--- src/rtl/boot_dl_pkg.sv ---
package boot_dl_pkg;

    localparam int TRAILER_BYTES = 8;
    localparam logic [15:0] REG_BASE_STD = 16'h1000;
    localparam logic [15:0] REG_BASE_ALT = 16'h0000;
    localparam logic [15:0] RAM_ORG_STD  = 16'h0000;
    localparam logic [15:0] RAM_ORG_ALT  = 16'h0040;
    localparam logic [7:0]  PAD_BYTE     = 8'h00;

    typedef enum logic [2:0] {
        ST_IDLE,
        ST_RESET,
        ST_SEND,
        ST_DRAIN,
        ST_GAP
    } seq_state_t;

    typedef struct packed {
        logic [15:0] start_addr;
        logic [15:0] end_addr;
        logic [15:0] reg_base;
        logic [15:0] ram_org;
    } trailer_t;

    function automatic trailer_t make_trailer(logic [15:0] s, logic [15:0] e, logic alt);
        trailer_t t;
        t.start_addr = s;
        t.end_addr   = e;
        t.reg_base   = alt ? REG_BASE_ALT : REG_BASE_STD;
        t.ram_org    = alt ? RAM_ORG_ALT  : RAM_ORG_STD;
        return t;
    endfunction

    // byte 0 is the most significant byte of the packed trailer
    function automatic logic [7:0] trailer_byte(trailer_t t, logic [2:0] idx);
        logic [63:0] flat;
        flat = t;
        return flat[63 - 8*idx -: 8];
    endfunction

endpackage

--- src/rtl/boot_uart_tx.sv ---
module boot_uart_tx #(
    parameter int CLK_PER_BIT = 6144
) (
    input  logic       clk,
    input  logic       rst,
    input  logic       load,
    input  logic [7:0] data,
    output logic       tx,
    output logic       ready
);
    localparam int CW = $clog2(CLK_PER_BIT);

    logic [9:0]    frame;
    logic [3:0]    bits_left;
    logic [CW-1:0] cnt;
    logic          active;

    always_ff @(posedge clk) begin
        if (rst) begin
            frame     <= '1;
            bits_left <= '0;
            cnt       <= '0;
            active    <= 1'b0;
        end else if (load && !active) begin
            frame     <= {1'b1, data, 1'b0};
            bits_left <= 4'd10;
            cnt       <= '0;
            active    <= 1'b1;
        end else if (active) begin
            if (cnt == CW'(CLK_PER_BIT - 1)) begin
                cnt       <= '0;
                frame     <= {1'b1, frame[9:1]};
                bits_left <= bits_left - 4'd1;
                if (bits_left == 4'd1)
                    active <= 1'b0;
            end else begin
                cnt <= cnt + CW'(1);
            end
        end
    end

    assign tx    = frame[0];
    assign ready = !active;

endmodule

--- src/rtl/boot_uart_rx.sv ---
module boot_uart_rx #(
    parameter int CLK_PER_BIT = 6144
) (
    input  logic       clk,
    input  logic       rst,
    input  logic       rx,
    output logic       valid,
    output logic [7:0] data
);
    localparam int CW   = $clog2(CLK_PER_BIT);
    localparam int HALF = CLK_PER_BIT / 2;

    logic [1:0]    sync;
    logic          line;
    logic          active;
    logic [3:0]    idx;
    logic [CW-1:0] cnt;
    logic [CW-1:0] lim;

    assign line = sync[1];
    assign lim  = (idx == 4'd0) ? CW'(HALF - 1) : CW'(CLK_PER_BIT - 1);

    always_ff @(posedge clk) begin
        if (rst) begin
            sync   <= 2'b11;
            active <= 1'b0;
            idx    <= '0;
            cnt    <= '0;
            data   <= '0;
            valid  <= 1'b0;
        end else begin
            sync  <= {sync[0], rx};
            valid <= 1'b0;
            if (!active) begin
                if (!line) begin
                    active <= 1'b1;
                    idx    <= '0;
                    cnt    <= '0;
                end
            end else if (cnt == lim) begin
                cnt <= '0;
                idx <= idx + 4'd1;
                if (idx == 4'd0) begin
                    if (line)
                        active <= 1'b0;
                end else if (idx == 4'd9) begin
                    active <= 1'b0;
                    valid  <= line;
                end else begin
                    data <= {line, data[7:1]};
                end
            end else begin
                cnt <= cnt + CW'(1);
            end
        end
    end

endmodule

--- src/rtl/boot_byte_src.sv ---
module boot_byte_src
    import boot_dl_pkg::*;
#(
    parameter int LEN_W = 10
) (
    input  logic [LEN_W-1:0] pos,
    input  logic [LEN_W-1:0] len,
    input  logic [LEN_W-1:0] total,
    input  logic [7:0]       buf_data,
    input  trailer_t         trailer,
    output logic [7:0]       byte_out
);
    logic [LEN_W-1:0] trail_start;
    logic [2:0]       tidx;

    assign trail_start = total - LEN_W'(TRAILER_BYTES);
    assign tidx        = pos[2:0] - trail_start[2:0];

    always_comb begin
        if (pos < len)
            byte_out = buf_data;
        else if (pos < trail_start)
            byte_out = PAD_BYTE;
        else
            byte_out = trailer_byte(trailer, tidx);
    end

endmodule

--- src/rtl/boot_dl_seq.sv ---
module boot_dl_seq
    import boot_dl_pkg::*;
#(
    parameter int CLK_PER_BIT  = 6144,
    parameter int RESET_CYCLES = 4800000,
    parameter int IDLE_BYTES   = 6,
    parameter int FIXED_LEN    = 256,
    parameter int AW           = 8
) (
    input  logic            clk,
    input  logic            rst,
    input  logic            cmd_valid,
    input  logic [AW+1:0]   cmd_len,
    input  logic            cmd_fixed,
    input  logic            cmd_query,
    input  logic            cmd_alt_map,
    input  logic [15:0]     cmd_start_addr,
    input  logic [15:0]     cmd_end_addr,
    output logic [AW-1:0]   buf_addr,
    input  logic [7:0]      buf_data,
    output logic            tx,
    input  logic            rx,
    output logic            tgt_reset,
    output logic            busy,
    output logic            done,
    output logic            err,
    output logic            rx_valid,
    output logic [7:0]      rx_byte
);
    localparam int LEN_W      = AW + 2;
    localparam int GAP_CYCLES = IDLE_BYTES * 10 * CLK_PER_BIT;
    localparam int RW         = $clog2(RESET_CYCLES + 1);
    localparam int GW         = $clog2(GAP_CYCLES + 1);
    localparam int WW         = (RW > GW) ? RW : GW;

    seq_state_t       state;
    logic [LEN_W-1:0] pos, len_q, total_q;
    logic             fixed_q;
    trailer_t         trailer_q;
    logic [WW-1:0]    wait_cnt;
    logic             eff_fixed, bad_cmd;
    logic             tx_ready, tx_load;
    logic [7:0]       next_byte;
    logic             rx_strobe;

    assign eff_fixed = cmd_fixed | cmd_query;
    assign bad_cmd   = eff_fixed
                     ? (cmd_len > LEN_W'(FIXED_LEN - TRAILER_BYTES))
                     : ((cmd_len == '0) || (cmd_len > LEN_W'(2**AW)));

    assign busy      = (state != ST_IDLE);
    assign tgt_reset = (state == ST_RESET);
    assign tx_load   = (state == ST_SEND) && (pos < total_q) && tx_ready;
    assign buf_addr  = pos[AW-1:0];

    always_ff @(posedge clk) begin
        if (rst) begin
            state     <= ST_IDLE;
            pos       <= '0;
            len_q     <= '0;
            total_q   <= '0;
            fixed_q   <= 1'b0;
            trailer_q <= '0;
            wait_cnt  <= '0;
            done      <= 1'b0;
            err       <= 1'b0;
        end else begin
            unique case (state)
                ST_IDLE: begin
                    if (cmd_valid) begin
                        done <= 1'b0;
                        err  <= bad_cmd;
                        if (!bad_cmd) begin
                            state     <= ST_RESET;
                            wait_cnt  <= '0;
                            pos       <= '0;
                            len_q     <= cmd_len;
                            fixed_q   <= eff_fixed;
                            total_q   <= eff_fixed ? LEN_W'(FIXED_LEN)
                                                   : cmd_len + LEN_W'(TRAILER_BYTES);
                            trailer_q <= make_trailer(cmd_start_addr, cmd_end_addr, cmd_alt_map);
                        end
                    end
                end
                ST_RESET: begin
                    if (wait_cnt == WW'(RESET_CYCLES - 1))
                        state <= ST_SEND;
                    else
                        wait_cnt <= wait_cnt + WW'(1);
                end
                ST_SEND: begin
                    if (tx_load)
                        pos <= pos + LEN_W'(1);
                    else if (pos == total_q)
                        state <= ST_DRAIN;
                end
                ST_DRAIN: begin
                    if (tx_ready) begin
                        if (fixed_q) begin
                            done  <= 1'b1;
                            state <= ST_IDLE;
                        end else begin
                            wait_cnt <= '0;
                            state    <= ST_GAP;
                        end
                    end
                end
                ST_GAP: begin
                    if (wait_cnt == WW'(GAP_CYCLES - 1)) begin
                        done  <= 1'b1;
                        state <= ST_IDLE;
                    end else begin
                        wait_cnt <= wait_cnt + WW'(1);
                    end
                end
                default: state <= ST_IDLE;
            endcase
        end
    end

    boot_byte_src #(.LEN_W(LEN_W)) u_src (
        .pos      (pos),
        .len      (len_q),
        .total    (total_q),
        .buf_data (buf_data),
        .trailer  (trailer_q),
        .byte_out (next_byte)
    );

    boot_uart_tx #(.CLK_PER_BIT(CLK_PER_BIT)) u_tx (
        .clk   (clk),
        .rst   (rst),
        .load  (tx_load),
        .data  (next_byte),
        .tx    (tx),
        .ready (tx_ready)
    );

    boot_uart_rx #(.CLK_PER_BIT(CLK_PER_BIT)) u_rx (
        .clk   (clk),
        .rst   (rst),
        .rx    (rx),
        .valid (rx_strobe),
        .data  (rx_byte)
    );

    assign rx_valid = rx_strobe && busy;

endmodule

--- config.mk ---
export PLATFORM = sky130hd
export DESIGN_NAME = boot_dl_seq
export DESIGN_NICKNAME = d
export VERILOG_FILES = /design/src/rtl/boot_dl_pkg.sv /design/src/rtl/boot_uart_tx.sv /design/src/rtl/boot_uart_rx.sv /design/src/rtl/boot_byte_src.sv /design/src/rtl/boot_dl_seq.sv
export SDC_FILE = /design/constraint.sdc
export NUM_CORES = 1
export LEC_CHECK = 0
export CAP_MARGIN = 30
export CELL_PAD_IN_SITES_DETAIL_PLACEMENT = 1
export CELL_PAD_IN_SITES_GLOBAL_PLACEMENT = 1
export CORE_MARGIN = 10
export CORE_UTILIZATION = 35
export DETAILED_ROUTE_END_ITERATION = 6
export GPL_ROUTABILITY_DRIVEN = 1
export PLACE_DENSITY_LB_ADDON = 0.1
export SYNTH_ARGS = -nofsm -noshare
export SYNTH_HDL_FRONTEND = slang
export SYNTH_SLANG_ARGS = --single-unit
export TNS_END_PERCENT = 30
--- constraint.sdc ---
create_clock -name clk -period 3.1 [get_ports clk]
set_input_delay 0.465 -clock clk [delete_from_list [all_inputs] [get_ports clk]]
set_output_delay 0.465 -clock clk [all_outputs]
set_load 0.02 [all_outputs]
Yosys cells after proc, flatten, opt, wreduce, memory -nomap -nowiden:

Cells that the tools add are included.
W data, S select, Z words.

* eq/ne operators: 25
* add/subtract/negate cells: 10
* multiplexer cells: 54
* bitwise operators: 6
* reductions and logical operators: 27
* shifts and indexed selects: 1
* $lt $le $gt $ge: 5

Operators with widths (count)
* $mux W23: 6
* $pmux W23 S4: 1
* $mux W13: 6
* $shiftx A71 B33 Y8: 1
* $mux W10: 4
* $lt A10 B10 Y1: 3
* $mux W9: 3
* $add A13 B1 Y13 const B: 2
* $mux W3: 8
* $mux W4: 6
* $add A23 B1 Y23 const B: 1
* $eq A23 B19 Y1 const B: 1
* $eq A23 B23 Y1 const B: 1
* $ne A2 B2 Y1 const B: 11
* $pmux W10 S2: 1
* $mux W8: 2
* $pmux W3 S5: 1
* $mux W1: 14
* $reduce_and A7 Y1: 2
* $eq A13 B13 Y1: 1
* $eq A13 B13 Y1 const B: 1
* $add A10 B1 Y10 const B: 1
* $add A10 B4 Y10 const B: 1
* $eq A10 B10 Y1: 1
* 32 further kinds: 49

* input bits: 57
* register bits after elaboration: 179

Logic depth before layout (Yosys ltp):

* depth in word-level cells: 7
* depth in mapped cells: 11
* gate-level depth less buffers: 11

Cells and area by module:

Synthesis repeated with hierarchy kept, for this count alone.

* cell total of the unflattened synthesis: 997
* area total of the unflattened synthesis: 8365.5 sq um

Modules (own cells, without submodules)
* boot_dl_seq: area each 4415.5 sq um, instances 1, sequential area each 1861.8 sq um, cells an instance 573
* boot_uart_rx: area each 1508.9 sq um, instances 1, sequential area each 580.6 sq um, cells an instance 171
* boot_uart_tx: area each 1278.7 sq um, instances 1, sequential area each 540.5 sq um, cells an instance 142
* boot_byte_src: area each 1162.4 sq um, instances 1, sequential area each 0.0 sq um, cells an instance 111

Worst setup path before layout:

No wires, ideal clock.

* kind: register -> register
* start point: register pos[0]
* end point: register u_tx.frame[1]
* slack: 0.763 ns
* clock period less this slack: 2.337 ns
* required time: 3.016 ns
* setup time: 0.084 ns
* cell stages (with the launch flop): 11
* buffers on the path: 1
* arrival time: 2.252 ns
* cells stage by stage: dfxtp_1 -> inv_1 -> ha_1 -> inv_1 -> fa_1 -> a21o_1 -> o2bb2ai_1 -> or2_1 -> clkbuf_1 -> or2_2 -> o221ai_1

* longest elaborated chain between the ends: 6
* elaborated cells between the ends (all ways): 15

RTL lines
* start, declared: line boot_dl_seq.sv:37 `logic [LEN_W-1:0] pos, len_q, total_q;`
* start signal, assigned: line boot_dl_seq.sv:93 `pos <= pos + LEN_W'(1);`
* $sub A3 B3 Y3 or $lt A10 B10 Y1 (tied branches): line boot_byte_src.sv:17, boot_dl_seq.sv:53
* $sub A6 B6 Y7 or $logic_and A1 B1 Y1 (tied branches): line boot_dl_pkg.sv:38, boot_dl_seq.sv:53
* $shiftx A71 B33 Y8 or $logic_and A1 B1 Y1 (tied branches): line boot_dl_pkg.sv:38, boot_dl_seq.sv:53
* $mux W8 or $logic_and A1 B1 Y1 (tied branches): line boot_byte_src.sv:22, boot_uart_tx.sv:24
* $mux W8 or $reduce_bool A2 Y1 (tied branches)
* $mux W9 or $reduce_and A2 Y1 (tied branches)
* end signal, assigned: line boot_uart_tx.sv:25 `frame <= {1'b1, data, 1'b0};`
* end signal, assigned: line boot_uart_tx.sv:32 `frame <= {1'b1, frame[9:1]};`
* end, declared: line boot_uart_tx.sv:13 `logic [9:0] frame;`

Parallel ways exist; a longest one is shown, timed or not.
A chain may end at the register's enable or synchronous reset.

Final worst setup path:

* start point: register state[0]
* end point: output tgt_reset

* longest elaborated chain between the ends: 1

RTL lines
* start, declared: line boot_dl_seq.sv:36 `seq_state_t state;`
* start signal, assigned: line boot_dl_seq.sv:58 `state <= ST_IDLE;`
* start signal, assigned: line boot_dl_seq.sv:74 `state <= ST_RESET;`
* start signal, assigned: line boot_dl_seq.sv:87 `state <= ST_SEND;`
* $eq A3 B1 Y1: line boot_dl_seq.sv:52 `assign tgt_reset = (state == ST_RESET);`
* end, declared: line boot_dl_seq.sv:23 `output logic tgt_reset,`

No other way between the ends.

==> results.sh <==
export IMPL_synth_main_ff_cell="dfxtp_1"
export IMPL_peakVddDrop_uv=220
export IMPL_rr_worst_depth=7
export IMPL_cp_data_arrival_time_ps=2250
export IMPL_setup_violations=0
export IMPL_drv_cap=0
export IMPL_n_antenna_cell=0
export IMPL_avgSynthCellArea_um2=8.44
export IMPL_overflow=0
export IMPL_synth_top_area_share=0.375
export IMPL_dieArea_um2=29200
export IMPL_syn_cell_area_um2=7960
export IMPL_hpwlAfterDp_mm=15.8
export IMPL_cellPowerDensity_nw_per_um2=473
export IMPL_synth_edff_count=0
export IMPL_dpl_cell_area_um2=9020
export IMPL_drc=0
export IMPL_regToRegEndpoint="wait_cnt[6]"
export IMPL_clkTransAtPathRegs_ps=70
export IMPL_maxSlewViolCount=0
export IMPL_viasPerCell=5.22
export IMPL_rows=55
export IMPL_antenna_found_initial=0
export IMPL_yosysTopAreaCell="dfxtp_1"
export IMPL_cts_hold_buf=0
export IMPL_grt_pass1_wl_mm=35.9
export IMPL_tightest_slew_ps=682
export IMPL_gp_congestion=0.812
export IMPL_dr_pass1_iters=4
export IMPL_initialDrtViolationCount=239
export IMPL_cts_tree="yes"
export IMPL_initial_core_util=0.354
export IMPL_cts_buffer_depth=2
export IMPL_critPathBufInv=1
export IMPL_core_area_um2=22500
export IMPL_cts_sinks=149
export IMPL_required_ps=2630
export IMPL_synth_nets=1039
export IMPL_maxSlewHeadroom=0.545
export IMPL_cts_root_buf="clkbuf_16"
export IMPL_final_common_cell="dfxtp_1"
export IMPL_path_max_fanout=9
export IMPL_hold_ws_ps=415
export IMPL_post_cts_buffers=0
export IMPL_min_path_type="reg -> reg"
export IMPL_skew_ps=18.7
export IMPL_area_growth_pct=20.7
export IMPL_fin_crit_sh=0.876
export IMPL_cpPeakStageDelay_ps=670
export IMPL_ys_seq_area_frac=0.375
export IMPL_fin_tns_setup_ps=0
export IMPL_crit_path_frequent_cell="nor2b_1"
export IMPL_rsz0062_at_grt="false"
export IMPL_min_from="u_rx.sync[0]"
export IMPL_cts_made_buffers=17
export IMPL_holdPathStages=1
export IMPL_reg2reg_from="wait_cnt[0]"
export IMPL_grt_util_all_layers=0.151
export IMPL_cts_resized_gates=0
export IMPL_fin_nets=1108
export IMPL_status="finished clean"
export IMPL_synthesis_instances=943
export IMPL_power_leakage_uw=0.00334
export IMPL_final_cell_area_um2=9610
export IMPL_hold_viol=0
export IMPL_die_x_um=171
export IMPL_slowest_stage="clkdlybuf4s50_1"
export IMPL_synth_seq_cells=149
export IMPL_grt_start_max_net_pins=55
export IMPL_drive_gt1_frac=0.106
export IMPL_fmax_ghz=0.368
export IMPL_critical_path_top_delay_family="buffers and inverters"
export IMPL_place_ws_ps=217
export IMPL_final_min_clock_period_ps=2720
export IMPL_timing_worst_setup_path_type="reg -> out"
export IMPL_hold_end="u_rx.sync[1]"
export IMPL_pin_count=79
export IMPL_setup_ws_ps=385
export IMPL_cp_start_kind="register"
export IMPL_num_vias=6844
export IMPL_ys_async_sr_fraction=0
export IMPL_r2r_slack_ps=450
export IMPL_grt_pass1_vias=7015
export IMPL_ys_top_cells_by_area="dfxtp_1, nand2_1, ha_1"
export IMPL_ant_nets=0
export IMPL_wirelength_mm=21.7
export IMPL_mostFrequentLayoutCells="dfxtp_1, nand2_1, a21oi_1, nor2_1, clkdlybuf4s50_1"
export IMPL_ys_types=80
export IMPL_portBuffers=78
export IMPL_cts_htree_levels=4
export IMPL_cp_depth=3
export IMPL_path_cells="nor2b_1 -> nor2b_1 -> clkdlybuf4s50_1"
export IMPL_die_height_um=171
export IMPL_ys_warnings_count=0
export IMPL_wl_per_cell_um=16.6
export IMPL_clk_latency_ps=440
export IMPL_endpoint_kind="output pin"
-- sequential cells by signal, summed over array words and instances, names as in the netlist, 9 cells and up --
| signal | cells |
|---|---|
| u_tx.frame | 9 |
| len_q | 10 |
| wait_cnt | 23 |
| trailer_q | 34 |
| u_tx.cnt | 13 |
| pos | 10 |
| total_q | 10 |
| u_rx.cnt | 13 |
-- Yosys cell counts, types with 6 or more instances --
cell type,n
dfxtp_1,149
nand2_1,147
a21oi_1,80
nor2_1,80
inv_1,49
ha_1,38
nand3_1,37
clkbuf_1,26
o21ai_0,25
nand4_1,24
xnor2_1,23
buf_4,15
mux2i_1,13
a311oi_1,11
and3_1,11
buf_2,11
nor3_1,10
a31oi_1,9
nor2b_1,9
o211ai_1,9
or3_1,9
xor2_1,9
a21o_1,8
mux4_2,8
and2_1,7
and4_1,7
mux2_2,7
or2_2,7
o311ai_0,6
-- metrics by stage --
stage / utilization / cells / total power [uW]
2_1_floorplan: - / 943 / 2320
3_3_place_gp: 0.401 / 1278 / 2530
3_5_place_dp: 0.401 / 1278 / 2530
4_1_cts: 0.427 / 1310 / 4620
5_1_grt: 0.427 / 1310 / 4740
6_report: 0.427 / 1310 / 4540
-- cell type report --
class	count	area, um2
Fill cell	2683	12900
Inverter	50	188
Timing Repair Buffer	105	993
Sequential cell	149	2980
Tap cell	285	357
Clock inverter	15	158
Clock buffer	17	425
Multi-Input combinational cell	689	4500
-- worst max path at each step --
stage | from | slack, ps | end
6_report | state[0] | 380 | tgt_reset
5_1_grt | state[0] | 190 | tgt_reset
3_5_place_dp | cmd_len[5] | 220 | total_q[2]
3_3_place_gp | cmd_len[5] | 260 | total_q[2]
2_1_floorplan | pos[0] | 760 | u_tx.frame[1]
4_1_cts | state[0] | 300 | tgt_reset
-- cell families (layout without fill, tap and decap cells) --
logic type / Yosys count / in the layout / share of synthesized area
adders and majority gates: 39 / 39 / 0.0623
AOI/OAI and AO/OA: 203 / 203 / 0.176
muxes: 28 / 28 / 0.0489
buffers and inverters: 105 / 187 / 0.0593
and+or+nand+nor: 387 / 387 / 0.243
xor gates and xnor gates: 32 / 32 / 0.0352
DFF: 149 / 149 / 0.375
-- report_power, final --
part,total (uW),leakage (uW),internal [uW],switching [uW]
combinational,488,0.00185,209,279
clock,2070,0.000278,1080,987
sequential,1990,0.00120,1950,34.4
-- worst register-to-register path, delay by kind of cell, from the launching register on --
kind	cells	cell delay, ps
fa+ha+maj	1	220
simple gates	4	1160
compound gates	2	740
flops	1	400
-- layer usage --
metal / wire length [um] / track usage
met1: 10500 / 0.194
met2: 10100 / 0.246
met3: 889 / 0.0403
met4: 212 / 0.0370
met5: 0 / 0
(Power assumes the default switching activity.)
